### src/rtl/gdrv_spi_pkg.sv
package gdrv_spi_pkg;
   localparam int FRAME_BITS = 16;
   localparam int ADDR_BITS  = 4;
   localparam int DATA_BITS  = 11;
   localparam int CNT_W      = $clog2(FRAME_BITS + 2);
   localparam int CNT_MAX    = FRAME_BITS + 1;

   typedef struct packed {
      logic                 rd;
      logic [ADDR_BITS-1:0] addr;
      logic [DATA_BITS-1:0] data;
   } spi_word_t;
endpackage

### src/rtl/gdrv_spi_sync.sv
module gdrv_spi_sync #(
   parameter int           STAGES  = 2,
   parameter int           W       = 1,
   parameter logic [W-1:0] RST_VAL = '0
) (
   input  logic         clk,
   input  logic         rst_n,
   input  logic [W-1:0] d,
   output logic [W-1:0] q
);
   logic [W-1:0] chain [STAGES];

   for (genvar s = 0; s < STAGES; s++) begin : g_stage
      always_ff @(posedge clk or negedge rst_n) begin
         if (!rst_n) begin
            chain[s] <= RST_VAL;
         end else begin
            if (s == 0) chain[s] <= d;
            else        chain[s] <= chain[(s == 0) ? 0 : s-1];
         end
      end
   end

   assign q = chain[STAGES-1];
endmodule

### src/rtl/gdrv_spi_frame_rx.sv
module gdrv_spi_frame_rx
   import gdrv_spi_pkg::*;
(
   input  logic             clk,
   input  logic             rst_n,
   input  logic             start_i,
   input  logic             fall_i,
   input  logic             bit_i,
   input  logic             stop_i,
   output spi_word_t        word_o,
   output logic             ok_o,
   output logic             err_o,
   output logic [CNT_W-1:0] cnt_o
);
   localparam logic [CNT_W-1:0] FULL = CNT_W'(FRAME_BITS);
   localparam logic [CNT_W-1:0] LAST = CNT_W'(FRAME_BITS - 1);
   localparam logic [CNT_W-1:0] SAT  = CNT_W'(CNT_MAX);

   logic [FRAME_BITS-1:0] shreg;
   logic [FRAME_BITS-1:0] hold;
   logic [CNT_W-1:0]      cnt;
   logic [FRAME_BITS-1:0] next_sh;

   assign next_sh = {shreg[FRAME_BITS-2:0], bit_i};

   always_ff @(posedge clk or negedge rst_n) begin
      if (!rst_n) begin
         shreg <= '0;
         hold  <= '0;
         cnt   <= '0;
      end else if (start_i) begin
         cnt <= '0;
      end else if (fall_i) begin
         shreg <= next_sh;
         if (cnt != SAT) cnt <= cnt + 1'b1;
         if (cnt == LAST) hold <= next_sh;
      end else if (stop_i && (cnt < FULL)) begin
         hold <= shreg;
      end
   end

   assign word_o = spi_word_t'(hold);
   assign ok_o   = stop_i && (cnt == FULL);
   assign err_o  = stop_i && (cnt != FULL);
   assign cnt_o  = cnt;
endmodule

### src/rtl/gdrv_spi_tx.sv
module gdrv_spi_tx
   import gdrv_spi_pkg::*;
(
   input  logic                  clk,
   input  logic                  rst_n,
   input  logic                  sel_i,
   input  logic                  start_i,
   input  logic                  rise_i,
   input  logic [FRAME_BITS-1:0] word_i,
   output logic                  sdo_o,
   output logic                  done_o
);
   localparam logic [CNT_W-1:0] FULL = CNT_W'(FRAME_BITS);

   logic [FRAME_BITS-1:0] sh;
   logic [CNT_W-1:0]      rc;

   always_ff @(posedge clk or negedge rst_n) begin
      if (!rst_n) begin
         sh    <= '0;
         rc    <= '0;
         sdo_o <= 1'b0;
      end else if (!sel_i) begin
         sdo_o <= 1'b0;
      end else if (start_i) begin
         sh    <= word_i;
         rc    <= '0;
         sdo_o <= 1'b0;
      end else if (rise_i) begin
         sdo_o <= sh[FRAME_BITS-1];
         sh    <= {sh[FRAME_BITS-2:0], 1'b0};
         if (rc != FULL) rc <= rc + 1'b1;
      end
   end

   assign done_o = (rc == FULL);
endmodule

### src/rtl/gdrv_spi_regfile.sv
module gdrv_spi_regfile
   import gdrv_spi_pkg::*;
#(
   parameter int NUM_CTRL = 2,
   parameter int NUM_STAT = 2,
   localparam int CW = NUM_CTRL * DATA_BITS,
   localparam int SW = NUM_STAT * DATA_BITS
) (
   input  logic                  clk,
   input  logic                  rst_n,
   input  logic                  start_i,
   input  logic                  ok_i,
   input  logic                  err_i,
   input  logic                  stop_i,
   input  logic                  sent_i,
   input  spi_word_t             word_i,
   input  logic [SW-1:0]         stat_i,
   output logic [CW-1:0]         ctrl_o,
   output logic [FRAME_BITS-1:0] resp_o,
   output logic [NUM_CTRL-1:0]   wr_en_o,
   output logic                  fault_o
);
   logic [DATA_BITS-1:0] ctrl_q [NUM_CTRL];
   logic [ADDR_BITS-1:0] resp_addr;
   logic [DATA_BITS-1:0] rdata;
   logic                 fault_q;
   logic                 fault_sent;

   for (genvar i = 0; i < NUM_CTRL; i++) begin : g_ctrl
      assign wr_en_o[i] = ok_i && !word_i.rd && (word_i.addr == ADDR_BITS'(i));
      always_ff @(posedge clk or negedge rst_n) begin
         if (!rst_n)          ctrl_q[i] <= '0;
         else if (wr_en_o[i]) ctrl_q[i] <= word_i.data;
      end
      assign ctrl_o[i*DATA_BITS +: DATA_BITS] = ctrl_q[i];
   end

   always_ff @(posedge clk or negedge rst_n) begin
      if (!rst_n) begin
         resp_addr  <= '0;
         fault_q    <= 1'b0;
         fault_sent <= 1'b0;
      end else begin
         if (start_i) fault_sent <= fault_q;
         if (ok_i)    resp_addr  <= word_i.addr;
         if (err_i)   fault_q <= 1'b1;
         else if (stop_i && fault_sent && sent_i) fault_q <= 1'b0;
      end
   end

   always_comb begin
      rdata = '0;
      for (int c = 0; c < NUM_CTRL; c++)
         if (resp_addr == ADDR_BITS'(c)) rdata = ctrl_q[c];
      for (int s = 0; s < NUM_STAT; s++)
         if (resp_addr == ADDR_BITS'(NUM_CTRL + s)) rdata = stat_i[s*DATA_BITS +: DATA_BITS];
   end

   assign resp_o  = {fault_q, resp_addr, rdata};
   assign fault_o = fault_q;
endmodule

### src/rtl/gdrv_spi_regs.sv
module gdrv_spi_regs
   import gdrv_spi_pkg::*;
#(
   parameter int NUM_CTRL    = 2,
   parameter int NUM_STAT    = 2,
   parameter int SYNC_STAGES = 2,
   localparam int CW = NUM_CTRL * DATA_BITS,
   localparam int SW = NUM_STAT * DATA_BITS
) (
   input  logic          clk,
   input  logic          rst_n,
   input  logic          spi_csn,
   input  logic          spi_sclk,
   input  logic          spi_sdi,
   output logic          spi_sdo,
   input  logic [SW-1:0] stat_i,
   output logic [CW-1:0] ctrl_o
);
   if (NUM_CTRL < 1 || NUM_STAT < 1 || (NUM_CTRL + NUM_STAT) > (1 << ADDR_BITS)) begin : g_bad_map
      $error("register map does not fit the address field");
   end
   if (SYNC_STAGES < 2) begin : g_bad_sync
      $error("synchronizer needs at least two stages");
   end

   logic [2:0]            pins_s;
   logic                  sel, sel_d, sclk_s, sclk_d, sdi_s;
   logic                  cs_fall, cs_rise, clk_fall, clk_rise;
   spi_word_t             rx_word;
   logic                  rx_ok, rx_err, tx_done, fault_q;
   logic [CNT_W-1:0]      rx_cnt;
   logic [FRAME_BITS-1:0] resp_word;
   logic [NUM_CTRL-1:0]   wr_en;

   gdrv_spi_sync #(.STAGES(SYNC_STAGES), .W(3), .RST_VAL(3'b100)) u_sync (
      .clk(clk), .rst_n(rst_n),
      .d({spi_csn, spi_sclk, spi_sdi}), .q(pins_s)
   );

   assign sel    = ~pins_s[2];
   assign sclk_s = pins_s[1];
   assign sdi_s  = pins_s[0];

   always_ff @(posedge clk or negedge rst_n) begin
      if (!rst_n) begin
         sel_d  <= 1'b0;
         sclk_d <= 1'b0;
      end else begin
         sel_d  <= sel;
         sclk_d <= sclk_s;
      end
   end

   assign cs_fall  = sel & ~sel_d;
   assign cs_rise  = ~sel & sel_d;
   assign clk_fall = sel & sel_d & sclk_d & ~sclk_s;
   assign clk_rise = sel & sel_d & ~sclk_d & sclk_s;

   gdrv_spi_frame_rx u_rx (
      .clk(clk), .rst_n(rst_n), .start_i(cs_fall), .fall_i(clk_fall),
      .bit_i(sdi_s), .stop_i(cs_rise), .word_o(rx_word), .ok_o(rx_ok),
      .err_o(rx_err), .cnt_o(rx_cnt)
   );

   gdrv_spi_tx u_tx (
      .clk(clk), .rst_n(rst_n), .sel_i(sel), .start_i(cs_fall),
      .rise_i(clk_rise), .word_i(resp_word), .sdo_o(spi_sdo), .done_o(tx_done)
   );

   gdrv_spi_regfile #(.NUM_CTRL(NUM_CTRL), .NUM_STAT(NUM_STAT)) u_regs (
      .clk(clk), .rst_n(rst_n), .start_i(cs_fall), .ok_i(rx_ok),
      .err_i(rx_err), .stop_i(cs_rise), .sent_i(tx_done), .word_i(rx_word),
      .stat_i(stat_i), .ctrl_o(ctrl_o), .resp_o(resp_word),
      .wr_en_o(wr_en), .fault_o(fault_q)
   );
endmodule

### config.mk
export PLATFORM = sky130hd
export DESIGN_NAME = gdrv_spi_regs
export DESIGN_NICKNAME = d
export VERILOG_FILES = /design/src/rtl/gdrv_spi_pkg.sv /design/src/rtl/gdrv_spi_sync.sv /design/src/rtl/gdrv_spi_frame_rx.sv /design/src/rtl/gdrv_spi_tx.sv /design/src/rtl/gdrv_spi_regfile.sv /design/src/rtl/gdrv_spi_regs.sv
export SDC_FILE = /design/constraint.sdc
export NUM_CORES = 1
export LEC_CHECK = 0
export CORE_MARGIN = 2
export CORE_UTILIZATION = 56
export CTS_CLUSTER_DIAMETER = 30
export DETAILED_ROUTE_END_ITERATION = 10
export MAX_ROUTING_LAYER = met4
export PLACE_DENSITY = 0.91
export SYNTH_ARGS = -nofsm -noshare
export SYNTH_HDL_FRONTEND = slang
export SYNTH_SLANG_ARGS = --single-unit
### constraint.sdc
create_clock -name clk -period 2.78 [get_ports clk]
set_input_delay 0.556 -clock clk [delete_from_list [all_inputs] [get_ports clk]]
set_output_delay 0.556 -clock clk [all_outputs]
set_load 0.01 [all_outputs]
==> summary.md, run 1 <==
| Metric | Value |
|---|---|
| Critical Path Max Stage Delay | `570 ps` |
| HP Class | `input pin to async pin` |
| Capturing point of the worst reg2reg path | `u_regs.ctrl_o[0]` |
| Mean Syn Cell Area | `12.5 um^2` |
| Reg2reg path depth | `6` |
| Overall power | `2.67 mW` |
| Primary FF master, synth | `dfrtp_1` |
| Critical path class | `flop to flop` |
| Die W | `91.5 um` |
| Port-buffer cells | `49` |
| Rel. slew slack | `45.4%` |
| Logic gate share of total power | `8.9%` |
| Post-CTS setup buffer count | `0` |
| Worst setup startpoint | `u_rx.cnt_o[0]` |
| Max VDD drop | `0.428 mV` |
| Final instance area | `5040 um^2` |
| Setup violations, final | `0` |
| Top fanout value on the critical path | `11` |
| Post-synth EDFFs | `0` |
| Antenna diodes | `0` |
| Post-Route Setup TNS | `0 ps` |
| ANT nets after route | `0` |
| DR iter-0 viols | `117` |
| Gr usage total | `24.5%` |
| Synthesis-to-layout area growth | `17.6%` |
| Ports | `50` |
| R2R setup slack | `430 ps` |
| Area of the multi-input gates | `1750 um^2` |
| Post-Syn Area | `4290 um^2` |
| First-pass GRT wire length | `15300 um` |
| Clock sink count | `95` |
| Grt met3 use | `6.22%` |
| Sequential power share | `57.8%` |
| Estimated wirelength of the detail-placed design | `6690 um` |
| Mean routed wirelength per cell | `19.1 um` |
| Sequential cell area | `2380 um^2` |
| Final hold vios | `0` |
| Pin count of the biggest net entering global routing | `42` |
| CTS resizes | `0` |
| Cts hold-fix bufs | `0` |
| Yosys top cell by area | `dfrtp_1` |
| Clock transition at path regs | `100 ps` |
| Critical path, cell by cell | `inv_1 > ha_1 > nor4bb_1 > nor2b_1 > and3b_1 > mux2_2` |
| Total die area | `8380 um^2` |
| Final Util | `68.8%` |
| Share of cells above drive strength 1 | `21.7%` |
| Clk root buf | `clkbuf_8` |
| Arrival time worst endpoint | `2600 ps` |
| GRT met2 Usage | `38.8%` |
| Initial Util | `58.5%` |
| Total routed wirelength | `9460 um` |
| Hold_ws | `108 ps` |
| Crit-path slowest cell | `and3b_1` |
| Post-Syn Nets | `377` |
| Num CTS Buffers | `9` |
| Die height | `91.5 um` |
| Worst Tran Pin Value | `820 ps` |
| Distinct cells, synth | `43` |
| Unrepaired setup endpoints after global routing | `false` |
| Critical R2R Launch | `u_rx.cnt_o[0]` |
| Pwr dens | `530 nW/um^2` |
| Pint | `1.95 mW` |
| MaxCap Viol Count | `0` |
| WP data required | `3030 ps` |
| Nets | `425` |
| Vias per cell | `5.76` |
| Post-synth top area share | `54.3%` |
| TritonCTS clock tree | `done` |
| Depth of the CTS H-tree | `3` |
| Switching share of power | `26.9%` |
| Vias in the first global route | `2941` |
| CP Capture Type | `flop` |
| Clock skew | `10.5 ps` |
| Grt ovf | `0` |
| Post-Synthesis Cells | `344` |
| TritonRoute pass-1 iters | `4` |
| Post-DP Area | `4850 um^2` |
| RD Place Congestion | `0.863` |
| Clock Latency Late Sink | `370 ps` |
| Sequential cell area fraction in the yosys report | `55.5%` |
| Async SR Flop Fraction | `100%` |
| Fmax | `0.426 GHz` |
| Fin. max-slew vios | `0` |
| P_leak | `2.32 nW` |
| Outcome | `finished clean` |
| Final period util | `84.4%` |
| Most used routing layer | `met2` |
| Switching power | `718 uW` |
| Row count | `31` |
| Routed via count | `2857` |
| Fill cell count | `477` |
| Final min period | `2350 ps` |
| Met1 usage | `31.6%` |
| Synth area leaders | `dfrtp_1 54%, mux2_2 11%, mux2_4 3.5%, mux2_1 2.6%, o21ai_0 2.2%` |
| Synth Warn # | `0` |
| Critical path startpoint category | `flop` |
| Clock tree buffer depth | `2` |
| # DRC | `0` |
| Clock network fraction of design power | `33.3%` |
| Initial antenna violation count | `0` |
| #FFs+latches synth | `95` |
| Core area | `7330 um^2` |
[cells in the mapped netlist, types with 2 or more instances]
cell type,count
nand2b_1,9
dfrtp_1,93
nor2b_1,2
nor3_1,3
a21oi_1,18
mux4_2,2
inv_1,9
mux2_4,10
mux2_1,10
mux2_2,41
nor4_1,2
clkbuf_1,9
mux2i_1,9
xor2_1,3
buf_6,5
nor4bb_1,3
o21ai_0,19
a22oi_1,4
ha_1,6
buf_2,4
nand4_1,4
o31ai_1,8
buf_4,2
nor2_1,18
o221ai_1,2
a221oi_1,7
nand2_1,25
dfstp_2,2
[critical path, delay by kind of cell (launching register included)]
| family | cells | cell delay [ps] |
|---|---|---|
| mux | 1 | 390 |
| flops | 1 | 440 |
| fa+ha+maj | 1 | 140 |
| simple gates | 3 | 1180 |
| buf+inv | 1 | 80 |
[area by class of cell]
class	count	share of cell area, %
repair buffers	58	11.3
clock inverters	7	1.32
clock buffers	9	2.46
inverters	9	0.670
multi-input cells	219	34.6
flip-flops and latches	95	47.2
well taps	99	2.46
[through the flow]
stage                     std cells  setup slack, ps
after floorplan                 344              749
after global placement          480              511
after detailed placement        480              468
after CTS                       496              443
after global routing            496              285
final                           496              434
[flip-flops by register name, summed over array words and instances, names as in the netlist]
signal and flops:
u_regs.fault_o 1, u_sync.q 3, u_rx.word_o 16, u_regs.resp_addr 4, sel_d 1, u_rx.cnt_o 5, u_regs.ctrl_o 22, u_sync.chain 3
u_regs.fault_sent 1, u_tx.sh 16, u_rx.shreg 16, u_tx.rc 5, u_tx.sdo_o 1, sclk_d 1
[power by group through the flow]
stage	logic [mW]	registers, mW	clock network [mW]
5_1_grt	0.265	1.56	0.962
3_5_place_dp	0.242	1.57	0
4_1_cts	0.243	1.54	0.906
2_1_floorplan	0.146	1.54	0
3_3_place_gp	0.229	1.56	0
6_report	0.238	1.54	0.890
[routing by layer]
layer	vias up	part of all wire [%]
met3	19	4.5
met5	-	0
li1	1329	-
met2	68	51
met4	0	1.9
met1	1441	42
[worst max path at each step]
stage	endpoint	slack [ps]	cells after the start
2_1_floorplan	u_rx.word_o[10]	750	7
4_1_cts	u_regs.ctrl_o[0]	440	6
6_report	u_regs.ctrl_o[0]	430	6
3_3_place_gp	u_regs.ctrl_o[0]	510	6
5_1_grt	u_regs.ctrl_o[0]	290	6
3_5_place_dp	u_regs.ctrl_o[7]	470	6
[logic make-up (layout without fill, tap and decap cells)]
group / count (synthesis) / count (layout) / synth area share (%)
adders and majority gates: 6 / 6 / 1.75
buffers and inverters: 30 / 83 / 3.79
DFF: 95 / 95 / 55.5
AOI/OAI and AO/OA: 63 / 63 / 9.31
xor gates and xnor gates: 4 / 4 / 0.817
and+or+nand+nor: 74 / 74 / 8.81
muxes: 72 / 72 / 20.0
[layout by cell type, fill, tap and decap left out, types with 6 or more instances in the layout]
cell type,instances
dfrtp_1,93
clkdlybuf4s50_1,48
mux2_2,41
nand2_1,25
o21ai_0,19
nor2_1,18
a21oi_1,18
mux2_4,10
mux2_1,10
inv_1,9
nand2b_1,9
mux2i_1,9
clkbuf_8,9
buf_4,9
o31ai_1,8
a221oi_1,7
ha_1,6
No activity file was read; power rests on OpenSTA's default activity.
==> run 2: changes to the inputs <==
--- a/config.mk
+++ b/config.mk
@@ -6,11 +6,11 @@
 export NUM_CORES = 1
 export LEC_CHECK = 0
 export CORE_MARGIN = 2
-export CORE_UTILIZATION = 56
+export CORE_UTILIZATION = 50
 export CTS_CLUSTER_DIAMETER = 30
 export DETAILED_ROUTE_END_ITERATION = 10
 export MAX_ROUTING_LAYER = met4
-export PLACE_DENSITY = 0.91
+export PLACE_DENSITY = 0.86
 export SYNTH_ARGS = -nofsm -noshare
 export SYNTH_HDL_FRONTEND = slang
 export SYNTH_SLANG_ARGS = --single-unit
==> constraint.sdc (replaced) <==
create_clock -name clk -period 2 [get_ports clk]
set_input_delay 0.4 -clock clk [delete_from_list [all_inputs] [get_ports clk]]
set_output_delay 0.4 -clock clk [all_outputs]
set_load 0.01 [all_outputs]
==> run 2 against run 1 <==
The run now ends with negative setup slack left. Non-clock buffer count increased by 26. Fmax is 16% higher. Combinational power increased by 77%. First-iteration DRC count increased by 62%. Flip-flop and latch count unchanged. Final area grew 8.9%. Clock skew shrank 0.59 ps. Routed wire length rose by 5.7%. Worst setup slack got worse by 460 ps. Clock power is 42% higher. Critical path type unchanged. Critical endpoint is now u_rx.word_o[2]. Largest cell class unchanged. Largest power group unchanged. Highest routed layer unchanged.
==> summary.md, run 2 (synthesis gave the netlist of run 1 again) <==
| Metric | Value |
|---|---|
| Outcome | `complete, but fails checks` |
| Violations in the final reports | `negative setup slack` |
| Worst Tran Pin Value | `581 ps` |
| Cells on Worst Hold Path | `0` |
| Final Util | `66.5%` |
| Critical path startpoint category | `flop` |
| Antenna diodes | `0` |
| Hold_ws | `358 ps` |
| Post-DP Area | `5040 um^2` |
| Pin count of the biggest net entering global routing | `43` |
| P_leak | `2.55 nW` |
| Arrival time worst endpoint | `2290 ps` |
| Nets | `451` |
| Core area | `8260 um^2` |
| Pwr dens | `697 nW/um^2` |
| HP Class | `flop to flop` |
| Placed Cells | `503` |
| Final period util | `101%` |
| CP Capture Type | `flop` |
| Critical path class | `flop to flop` |
| Worst path buffer plus inverter count | `3` |
| Initial Util | `51.9%` |
| Overall power | `3.83 mW` |
| R2R setup slack | `-20 ps` |
| Vias in the first global route | `3212` |
| First-pass GRT wire length | `16900 um` |
| Setup violations, final | `17` |
| Critical Path Max Stage Delay | `410 ps` |
| Num CTS Buffers | `9` |
| Top delay family on crit path | `buffers and inverters` |
| DR iter-0 viols | `189` |
| Max reg flops | `22` |
| Gr usage total | `23.3%` |
| Commonest non-fill, non-tap cell in the layout | `dfrtp_1` |
| Mean routed wirelength per cell | `18.9 um` |
| Finished Layout Cells | `528` |
| Clock skew | `9.86 ps` |
| Dpl ws | `-98.5 ps` |
| CP Depth | `9` |
| Crit-path slowest cell | `dfrtp_1` |
| Depth of the CTS H-tree | `3` |
| Unrepaired setup endpoints after global routing | `true` |
| # DRC | `0` |
| Total routed wirelength | `10000 um` |
| Row count | `33` |
| Final instance area | `5490 um^2` |
| Clock Latency Late Sink | `370 ps` |
| Routed via count | `2973` |
| Max VDD drop | `0.628 mV` |
| Most frequent cells in the layout | `93 x dfrtp_1, 48 x clkdlybuf4s50_1, 27 x mux2_4` |
| Critical path, cell by cell | `buf_6 > ha_4 > and3_4 > ha_4 > nor4bb_4 > o21ai_2 > buf_6 > buf_16 > mux2_4` |
| Clock sink count | `95` |
| Ports | `50` |
| ANT nets after route | `0` |
| Fmax | `0.494 GHz` |
| TritonCTS clock tree | `done` |
| Grt ovf | `0` |
| Die W | `96.6 um` |
| Estimated wirelength of the detail-placed design | `6730 um` |
| Port-buffer cells | `49` |
| Clock tree buffer depth | `2` |
| Fin. max-slew vios | `0` |
| Reg2reg path depth | `9` |
| Top fanout value on the critical path | `8` |
| Clk root buf | `clkbuf_8` |
| Final min period | `2020 ps` |
| RD Place Congestion | `0.904` |
| Synthesis-to-layout area growth | `28.1%` |
| TritonRoute pass-1 iters | `4` |
| Post-Route Setup TNS | `-187 ps` |
| Rel. slew slack | `60.9%` |
| Clock transition at path regs | `100 ps` |
| MaxCap Viol Count | `0` |
| Vias per cell | `5.63` |
| Die height | `96.6 um` |
| WP data required | `2260 ps` |
| Share of cells above drive strength 1 | `28.1%` |
| Worst setup margin | `-23.3 ps` |
| Final hold vios | `0` |
| Total die area | `9340 um^2` |
| Initial antenna violation count | `0` |
run 2: area by class of cell:
class	count	area, um^2
clock inverters	7	71.3
clock buffers	9	124
multi-input cells	219	1880
well taps	105	131
inverters	9	33.8
repair buffers	84	871
flip-flops and latches	95	2380
fillers	555	2770
run 2: path summary, 6_finish.rpt:
kind                                       from              to
worst min-delay path            u_sync.chain[3]     u_sync.q[0]
max in group asynchronous                 rst_n      u_tx.sh[8]
worst max register to register    u_rx.cnt_o[1]  u_rx.word_o[2]
worst min register to register  u_sync.chain[3]     u_sync.q[0]
min in group asynchronous                 rst_n   u_rx.shreg[1]
worst max-delay path              u_rx.cnt_o[1]  u_rx.word_o[2]
run 2: routing by layer:
| layer | track usage [%] | vias to the layer above | part of all wire, % | wire length (um) |
|---|---|---|---|---|
| li1 | - | 1380 | - | - |
| met1 | 29.5 | 1524 | 44 | 4380 |
| met2 | 37.5 | 58 | 51 | 5110 |
| met3 | 3.61 | 11 | 3.3 | 332 |
| met4 | 10.4 | 0 | 1.8 | 177 |
| met5 | - | - | 0 | 0 |
run 2: timing repair:
| item | 4_1_cts | 5_1_grt |
|---|---|---|
| hold endpoints to repair | 30 | 0 |
| setup buffers | 5 | 1 |
| gates cloned | 2 | 0 |
| hold buffers | 1 | 0 |
| setup endpoints to repair | 32 | 38 |
| pin swaps | 4 | 3 |
| gates resized for setup | 21 | 13 |
run 2: report_power, final:
group | switching [mW] | leakage, nW | total (mW) | internal (mW)
Clock | 0.763 | 0.102 | 1.26 | 0.498
Combinational | 0.187 | 1.18 | 0.421 | 0.234
Sequential | 0.0971 | 1.26 | 2.15 | 2.05
Total | 1.05 | 2.55 | 3.83 | 2.78
